--- src/rtl/eisc_pkg.sv ---
package eisc_pkg;
  // Register word addresses
  localparam int unsigned ADDR_KIND     = 0; // 1 = level, 0 = edge
  localparam int unsigned ADDR_EDGE_DIR = 1; // 1 = rising, 0 = falling
  localparam int unsigned ADDR_LVL_POL  = 2; // 1 = active-high, 0 = active-low
  localparam int unsigned ADDR_MASK_SET = 3; // write-one-to-set
  localparam int unsigned ADDR_MASK_CLR = 4; // write-one-to-clear
  localparam int unsigned ADDR_MASK_VAL = 5; // read-only mask
  localparam int unsigned ADDR_STATUS   = 6; // read-only latched status
  localparam int unsigned ADDR_ACK      = 7; // write-one-to-clear status
endpackage

--- src/rtl/eisc_sync.sv ---
module eisc_sync #(
  parameter int W      = 8,
  parameter int STAGES = 2
) (
  input  logic         clk,
  input  logic         rst,
  input  logic [W-1:0] d,
  output logic [W-1:0] q
);
  logic [W-1:0] pipe [STAGES];

  always_ff @(posedge clk) begin
    if (rst) begin
      for (int k = 0; k < STAGES; k++) pipe[k] <= '0;
    end else begin
      pipe[0] <= d;
      for (int k = 1; k < STAGES; k++) pipe[k] <= pipe[k-1];
    end
  end

  assign q = pipe[STAGES-1];
endmodule

--- src/rtl/eisc_line.sv ---
module eisc_line (
  input  logic clk,
  input  logic rst,
  input  logic pin_s,    // synchronised pin
  input  logic is_level, // 1 = level sense
  input  logic rise_sel, // edge mode: 1 = rising
  input  logic high_sel, // level mode: 1 = active-high
  input  logic ack,      // software clear for this line
  output logic stat
);
  logic pin_d;
  logic edge_hit;
  logic lvl_on;

  assign edge_hit = rise_sel ? (pin_s & ~pin_d) : (~pin_s & pin_d);
  assign lvl_on   = (pin_s == high_sel);

  always_ff @(posedge clk) begin
    if (rst) begin
      pin_d <= 1'b0;
      stat  <= 1'b0;
    end else begin
      pin_d <= pin_s;
      if (is_level) stat <= lvl_on;
      else          stat <= edge_hit | (stat & ~ack); // detection beats clear
    end
  end
endmodule

--- src/rtl/eisc_regs.sv ---
module eisc_regs #(
  parameter int N  = 8,
  parameter int AW = 4,
  parameter int DW = 32
) (
  input  logic          clk,
  input  logic          rst,
  input  logic          bus_wr,
  input  logic          bus_rd,
  input  logic [AW-1:0] bus_addr,
  input  logic [DW-1:0] bus_wdata,
  input  logic [N-1:0]  status,
  output logic [N-1:0]  kind,
  output logic [N-1:0]  rise,
  output logic [N-1:0]  high,
  output logic [N-1:0]  mask,
  output logic [N-1:0]  ack,
  output logic [DW-1:0] rd_data
);
  import eisc_pkg::*;

  localparam logic [DW-1:0] IMPL = (N >= DW) ? {DW{1'b1}} : ((DW'(1) << N) - DW'(1));
  localparam logic [AW-1:0] A_KIND = AW'(ADDR_KIND);
  localparam logic [AW-1:0] A_DIR  = AW'(ADDR_EDGE_DIR);
  localparam logic [AW-1:0] A_POL  = AW'(ADDR_LVL_POL);
  localparam logic [AW-1:0] A_SET  = AW'(ADDR_MASK_SET);
  localparam logic [AW-1:0] A_CLR  = AW'(ADDR_MASK_CLR);
  localparam logic [AW-1:0] A_MSK  = AW'(ADDR_MASK_VAL);
  localparam logic [AW-1:0] A_STS  = AW'(ADDR_STATUS);
  localparam logic [AW-1:0] A_ACK  = AW'(ADDR_ACK);

  logic [DW-1:0] kind_q, rise_q, high_q, mask_q;
  logic [DW-1:0] wmasked, status_w, ack_w, rd_next;

  assign wmasked  = bus_wdata & IMPL;
  assign ack_w    = (bus_wr && bus_addr == A_ACK) ? wmasked : '0;
  assign status_w = DW'(status);

  always_ff @(posedge clk) begin
    if (rst) begin
      kind_q <= '0;
      rise_q <= '0;
      high_q <= '0;
      mask_q <= '0;
    end else if (bus_wr) begin
      case (bus_addr)
        A_KIND:  kind_q <= wmasked;
        A_DIR:   rise_q <= wmasked;
        A_POL:   high_q <= wmasked;
        A_SET:   mask_q <= mask_q | wmasked;
        A_CLR:   mask_q <= mask_q & ~wmasked;
        default: ;
      endcase
    end
  end

  always_comb begin
    case (bus_addr)
      A_KIND:  rd_next = kind_q;
      A_DIR:   rd_next = rise_q;
      A_POL:   rd_next = high_q;
      A_MSK:   rd_next = mask_q;
      A_STS:   rd_next = status_w;
      default: rd_next = '0;
    endcase
  end

  always_ff @(posedge clk) begin
    if (rst)         rd_data <= '0;
    else if (bus_rd) rd_data <= rd_next;
  end

  assign kind = kind_q[N-1:0];
  assign rise = rise_q[N-1:0];
  assign high = high_q[N-1:0];
  assign mask = mask_q[N-1:0];
  assign ack  = ack_w[N-1:0];
endmodule

--- src/rtl/ext_irq_sense_ctrl.sv ---
module ext_irq_sense_ctrl #(
  parameter int NUM_LINES   = 8,
  parameter int ADDR_W      = 4,
  parameter int DATA_W      = 32,
  parameter int SYNC_STAGES = 2
) (
  input  logic                 clk,
  input  logic                 rst,
  input  logic [NUM_LINES-1:0] pins_in,
  input  logic                 bus_wr,
  input  logic                 bus_rd,
  input  logic [ADDR_W-1:0]    bus_addr,
  input  logic [DATA_W-1:0]    bus_wdata,
  output logic [DATA_W-1:0]    rd_data,
  output logic                 irq_req
);
  logic [NUM_LINES-1:0] pins_s;
  logic [NUM_LINES-1:0] status_vec, kind_vec, rise_vec, high_vec, mask_vec, ack_vec;

  eisc_sync #(.W(NUM_LINES), .STAGES(SYNC_STAGES)) sync_i (
    .clk(clk), .rst(rst), .d(pins_in), .q(pins_s)
  );

  eisc_regs #(.N(NUM_LINES), .AW(ADDR_W), .DW(DATA_W)) regs_i (
    .clk(clk), .rst(rst),
    .bus_wr(bus_wr), .bus_rd(bus_rd), .bus_addr(bus_addr), .bus_wdata(bus_wdata),
    .status(status_vec),
    .kind(kind_vec), .rise(rise_vec), .high(high_vec), .mask(mask_vec), .ack(ack_vec),
    .rd_data(rd_data)
  );

  for (genvar i = 0; i < NUM_LINES; i++) begin : g_line
    eisc_line line_i (
      .clk(clk), .rst(rst),
      .pin_s(pins_s[i]),
      .is_level(kind_vec[i]),
      .rise_sel(rise_vec[i]),
      .high_sel(high_vec[i]),
      .ack(ack_vec[i]),
      .stat(status_vec[i])
    );
  end

  always_ff @(posedge clk) begin
    if (rst) irq_req <= 1'b0;
    else     irq_req <= |(status_vec & mask_vec);
  end
endmodule

--- config.mk ---
export PLATFORM = sky130hd
export DESIGN_NAME = ext_irq_sense_ctrl
export DESIGN_NICKNAME = d
export VERILOG_FILES = /design/src/rtl/eisc_pkg.sv /design/src/rtl/eisc_sync.sv /design/src/rtl/eisc_line.sv /design/src/rtl/eisc_regs.sv /design/src/rtl/ext_irq_sense_ctrl.sv
export SDC_FILE = /design/constraint.sdc
export NUM_CORES = 1
export LEC_CHECK = 0
export CORE_MARGIN = 2
export CORE_UTILIZATION = 55
export CTS_BUF_LIST = sky130_fd_sc_hd__clkbuf_2
export CTS_CLUSTER_DIAMETER = 30
export DETAILED_ROUTE_END_ITERATION = 16
export PLACE_DENSITY = 0.88
export SLEW_MARGIN = 20
export SYNTH_ARGS = -nofsm -noshare
export SYNTH_HDL_FRONTEND = slang
export SYNTH_HIERARCHICAL = 1
export SYNTH_SLANG_ARGS = --single-unit
--- constraint.sdc ---
create_clock -name clk -period 3 [get_ports clk]
set_clock_uncertainty 0.2 [all_clocks]
set_input_delay 0.6 -clock clk [delete_from_list [all_inputs] [get_ports clk]]
set_output_delay 0.6 -clock clk [all_outputs]
set_load 0.01 [all_outputs]
==> impl_metrics.env, run 1 <==
export IMPL_cts_max_level=3
export IMPL_crit_arrival_ns=2.41
export IMPL_crit_start="bus_addr[1]"
export IMPL_yosys_warnings=6
export IMPL_routed_wl_mm=6.70
export IMPL_synth_area_sq_um=3380
export IMPL_crit_family="buffers and inverters"
export IMPL_cts_root_buf="clkbuf_2"
export IMPL_worstPathCellList="clkdlybuf4s50_1, buf_4, nor2_1, nand3_2, mux2i_1, nor2_1"
export IMPL_yosysSeqAreaShare=0.432
export IMPL_critPathLaunchType="input port"
export IMPL_grt_pass1_vias=2300
export IMPL_synth_seq_cells=73
export IMPL_finalHoldViolations=0
export IMPL_final_core_util=0.634
export IMPL_diodes=0
export IMPL_numCtsBuffers=9
export IMPL_clkLatencyLatePin_ns=0.50
export IMPL_cts_setup_buffers=0
export IMPL_die_w_microns=82.4
export IMPL_hp_class="input port to flip-flop"
export IMPL_dp_hpwl_mm=4.70
export IMPL_grt_start_max_net_pins=37
export IMPL_fmax_mhz=452
export IMPL_synth_top_flop_cell="dfxtp_1"
export IMPL_grt_overflow=0
export IMPL_cp_required_ns=3.20
export IMPL_antenna_found_initial=0
export IMPL_clk_path_buf_depth=2
export IMPL_vias=2496
export IMPL_p_leak_uw=0.00160
export IMPL_syn_area_per_cell_sq_um=9.74
export IMPL_hold_path_startpoint="rst"
export IMPL_cts_hold_buf=0
export IMPL_maxCapViolCount=0
export IMPL_cts_num_sinks=73
export IMPL_grt_usage=0.212
export IMPL_via_per_inst=5.41
export IMPL_yosysMostFrequentCell="dfxtp_1"
export IMPL_io_pins=81
export IMPL_die_h_microns=82.4
export IMPL_fin_crit_ns=2.21
export IMPL_synthTopCellsByArea="dfxtp_1, mux2i_1, buf_4"
export IMPL_end_kind="flip-flop"
export IMPL_worst_setup_path_type="input port to flip-flop"
export IMPL_wl_per_cell_microns=14.5
export IMPL_synthArstFlopShare=0
export IMPL_nNetsFinal=429
export IMPL_status="completed"
export IMPL_max_slew_margin=0.591
export IMPL_syn_inst=347
export IMPL_critPathMaxStageDelay_ns=0.64
export IMPL_coreArea_sq_um=5920
export IMPL_nFillCells=472
export IMPL_p_per_area_nw_per_um2=432
export IMPL_drt_pass1_iter_count=4
export IMPL_cts_tree="yes"
export IMPL_timing_rr_start="regs_i/high_q[0]"
export IMPL_cp_num_buf_inv=2
export IMPL_clk_pin_slew_ns=0.17
export IMPL_drt_initial_drc_count=179
export IMPL_cts_resized=0
export IMPL_port_buffer_count=32
export IMPL_initial_core_util=0.571
export IMPL_finalCritPeriodShare=0.738
export IMPL_cp_max_fo=10
export IMPL_finalSetupTns_ns=0
export IMPL_syn_to_final_growth_pct=11.0
export IMPL_rsz0062_at_grt="false"
export IMPL_synth_top_area_share=0.432
export IMPL_synth_commonest_cells="dfxtp_1, nor2_1, mux2i_1, buf_4, a21oi_1"
export IMPL_synth_edf_count=0
export IMPL_slew_violations=0
export IMPL_crit_slowest_cell="clkdlybuf4s50_1"
export IMPL_rows=28
export IMPL_grt_pass1_wl_mm=10.7
export IMPL_peakVddDrop_mv=0.233
export IMPL_drive_above_1_share=0.153
export IMPL_drc=0
export IMPL_post_synth_top_area_cell="dfxtp_1"
export IMPL_setup_viol=0
export IMPL_die_area_sq_um=6790
export IMPL_worstMarginPinSlew_ns=0.612
export IMPL_synth_distinct_cells=41
export IMPL_crit_top_cell="nor2_1"
export IMPL_routabilityCongestion=0.871
export IMPL_postRouteAntennaNets=0
## area by class of cell
cell class | count | area, sq um | area share
clock inverters | 5 | 22.5 | 0.00600
inverters | 8 | 30.0 | 0.00801
repair buffers | 45 | 425 | 0.113
multi-input cells | 244 | 1660 | 0.443
well taps | 75 | 93.8 | 0.0250
clock buffers | 11 | 55.1 | 0.0147
flip-flops and latches | 73 | 1460 | 0.390
## worst register-to-register path: cells and delay by family, from the launching register on
kind	cells	cell delay (ns)
DFF	1	0.37
muxes	1	0.16
AOI/OAI and AO/OA	3	0.43
## logic make-up after synthesis
logic type / synth area share
AOI/OAI and AO/OA: 0.154
xor gates and xnor gates: 0.0207
buffers and inverters: 0.101
DFF: 0.432
muxes: 0.107
other: 0.00111
and+or+nand+nor: 0.184
## per-stage QoR
step | worst slack (ns) | total power, uW | instances | hold WS [ns] | cell area, sq um
after global routing | 0.695 | 1690 | 461 | 0.202 | 3750
after CTS | 0.739 | 1630 | 461 | 0.202 | 3750
after detailed placement | 0.317 | 1200 | 445 | 0.224 | 3670
final | 0.787 | 1620 | 461 | 0.253 | 3750
after floorplan | 0.892 | 1160 | 370 | 0.214 | 3470
after global placement | 0.342 | 1190 | 445 | 0.215 | 3670
## final timing paths
check / slack, ns / to / cells past startpoint
max: 0.79 / regs_i/kind_q[6] / 6
min: 0.25 / regs_i/high_q[6] / 2
max reg2reg: 1.76 / regs_i/rd_data[0] / 4
min reg2reg: 0.26 / sync_i/pipe[0][11] / 1
## routing by layer
metal  vias to the layer above  wire, microns  track usage
met5                         -              0            0
met4                         0            163        0.122
met3                        18            461       0.0478
met2                        85           3040        0.323
met1                      1155           3040        0.275
li1                       1238              -            -
## layout by cell type (no fill, tap or decap), types with 2 or more instances in the layout
| cell type | n |
|---|---|
| nand3_2 | 2 |
| a32oi_1 | 4 |
| a21oi_1 | 24 |
| o221a_2 | 4 |
| a221oi_2 | 8 |
| and3b_1 | 8 |
| a211oi_1 | 8 |
| clkinv_1 | 2 |
| buf_4 | 12 |
| o21ai_1 | 4 |
| conb_1 | 24 |
| a22oi_1 | 4 |
| nor3b_1 | 2 |
| xor2_1 | 8 |
| nor2b_2 | 7 |
| and2_1 | 8 |
| clkinv_2 | 3 |
| a31oi_1 | 3 |
| nand2_1 | 14 |
| o22ai_1 | 3 |
| inv_1 | 8 |
| nor2_1 | 38 |
| o21ai_0 | 4 |
| nor2b_1 | 11 |
| and2b_2 | 6 |
| mux2i_1 | 36 |
| and2b_1 | 2 |
| dfxtp_1 | 73 |
| clkbuf_2 | 11 |
| clkdlybuf4s50_1 | 31 |
## where the power goes
| group | total (uW) | internal (uW) | switching (uW) | leakage, uW |
|---|---|---|---|---|
| combinational | 169 | 77.6 | 91.1 | 0.000944 |
| sequential | 1010 | 996 | 17.8 | 0.000594 |
| clock | 437 | 107 | 330 | 0.0000606 |
Power figures use the tool's default switching activity.
==> run 2, diff against run 1 <==
CORE_UTILIZATION = 46   (was 55)
PLACE_DENSITY = 0.79   (was 0.88)
clock period = 1.85 ns   (was 3 ns; I/O delays follow)
==> run 2 against run 1 <==
Net effect:
- the run now ends with setup timing left
- routed wire length increased by 6.1%
- via count up 3.6%
- global-route usage decreased by 3.1 points
- critical path depth unchanged
- sequential power up 62%
- flip-flop and latch count unchanged
- die area up 19%
- utilization down 8.4 points
- worst setup slack worse by 0.80 ns
- largest cell class unchanged
==> impl_metrics.env, run 2 (synthesis gave the netlist of run 1 again) <==
export IMPL_status="complete, but fails checks"
export IMPL_violations="setup timing"
export IMPL_rsz0062_at_grt="false"
export IMPL_drc=0
export IMPL_fin_crit_ns=1.86
export IMPL_critPathLaunchType="input port"
export IMPL_io_pins=81
export IMPL_grt_overflow=0
export IMPL_setup_viol=1
export IMPL_final_seq_area_sq_um=1460
export IMPL_drive_above_1_share=0.200
export IMPL_dp_hpwl_mm=5.18
export IMPL_finalPower_uw=2630
export IMPL_timing_rr_start="regs_i/kind_q[6]"
export IMPL_clkLatencyLatePin_ns=0.50
export IMPL_routed_wl_mm=7.11
export IMPL_hold_path_startpoint="pins_in[5]"
export IMPL_layout_cells_most_common="dfxtp_1"
export IMPL_via_per_inst=5.12
export IMPL_crit_arrival_ns=2.07
export IMPL_timing_final_ws_setup_ns=-0.0122
export IMPL_rows=31
export IMPL_cp_required_ns=2.06
export IMPL_cts_tree="yes"
export IMPL_multiInputGateArea_sq_um=1670
export IMPL_numCtsBuffers=9
export IMPL_slew_violations=0
export IMPL_peakVddDrop_mv=0.259
export IMPL_die_h_microns=89.7
export IMPL_worst_setup_path_type="input port to flip-flop"
export IMPL_p_per_area_nw_per_um2=666
export IMPL_p_leak_uw=0.00174
export IMPL_initial_core_util=0.471
export IMPL_coreArea_sq_um=7180
export IMPL_cp_max_fo=10
export IMPL_end_kind="flip-flop"
export IMPL_routabilityCongestion=0.838
export IMPL_grt_usage=0.181
export IMPL_diodes=0
export IMPL_finalSetupTns_ns=-0.0122
export IMPL_maxCapViolCount=0
export IMPL_fmax_mhz=537
export IMPL_clk_pin_slew_ns=0.18
export IMPL_crit_start="bus_addr[0]"
export IMPL_antenna_found_initial=0
export IMPL_cts_num_sinks=73
export IMPL_hp_class="input port to flip-flop"
export IMPL_clk_path_buf_depth=2
export IMPL_die_area_sq_um=8050
export IMPL_drt_pass1_iter_count=4
export IMPL_wl_per_cell_microns=14.1
export IMPL_grt_pass1_wl_mm=11.8
export IMPL_mostFrequentLayoutCells="dfxtp_1, nor2_1, mux2i_1, buf_4"
export IMPL_syn_to_final_growth_pct=16.7
export IMPL_finalHoldViolations=0
export IMPL_nFillCells=659
export IMPL_die_w_microns=89.7
export IMPL_port_buffer_count=32
export IMPL_cts_root_buf="clkbuf_2"
export IMPL_grt_pass1_vias=2559
export IMPL_postRouteAntennaNets=0
export IMPL_finalCritPeriodShare=1.01
export IMPL_drt_initial_drc_count=149
export IMPL_cts_max_level=3
export IMPL_grt_start_max_net_pins=24
export IMPL_nNetsFinal=452
export IMPL_vias=2586
run 2: path summary, 6_finish.rpt:
check	to	slack (ns)	cells after the start
hold reg to reg	regs_i/rd_data[7]	0.25	2
hold / removal	sync_i/pipe[0][5]	0.22	2
setup / recovery	flip-flop	-0.01	6
setup reg to reg	regs_i/rd_data[6]	0.55	4
run 2: area by class of cell:
cell class | instances | area share
clock buffer | 11 | 0.0140
multi-input combinational | 244 | 0.424
sequential | 73 | 0.370
timing repair buffer | 68 | 0.150
clock inverter | 2 | 0.00222
tap | 99 | 0.0314
inverter | 8 | 0.00761
run 2: where the power goes:
group          total (uW)  switching, uW  internal, uW
combinational         312            156           157
clock                 670            509           161
sequential           1640           29.7          1610
run 2: metrics by stage:
stage | utilization | instances | instance area (sq um) | hold slack, ns | setup slack [ns]
2_1_floorplan | - | 370 | 3470 | 0.214 | 0.0335
4_1_cts | 0.549 | 505 | 3940 | 0.196 | 0.0518
5_1_grt | 0.550 | 505 | 3950 | 0.199 | 0.00489
3_5_place_dp | 0.538 | 490 | 3860 | 0.224 | -0.665
3_3_place_gp | 0.538 | 490 | 3860 | 0.218 | -0.548
6_report | 0.550 | 505 | 3950 | 0.217 | -0.0122
run 2: repair_timing:
action                                 4_1_cts  5_1_grt
pin swaps                                    1        0
hold buffers                                 1        0
endpoints found under the hold margin        1        0
buffers inserted                             1        0
gates resized for setup                     11        2
cloned                                       0        0
setup endpoints to repair                   25        7
run 2: per-layer routing:
layer / global-route usage / wire, microns
met3: 0.0436 / 416
met1: 0.226 / 3190
met2: 0.292 / 3360
met5: 0 / 0
met4: 0.0923 / 149
run 2: critical path: stages:
cell and delay, ns:
clkdlybuf4s50_1 0.43, buf_4 0.18, or3b_4 0.42, a21oi_4 0.29, a21oi_1 0.12, a211oi_1 0.26
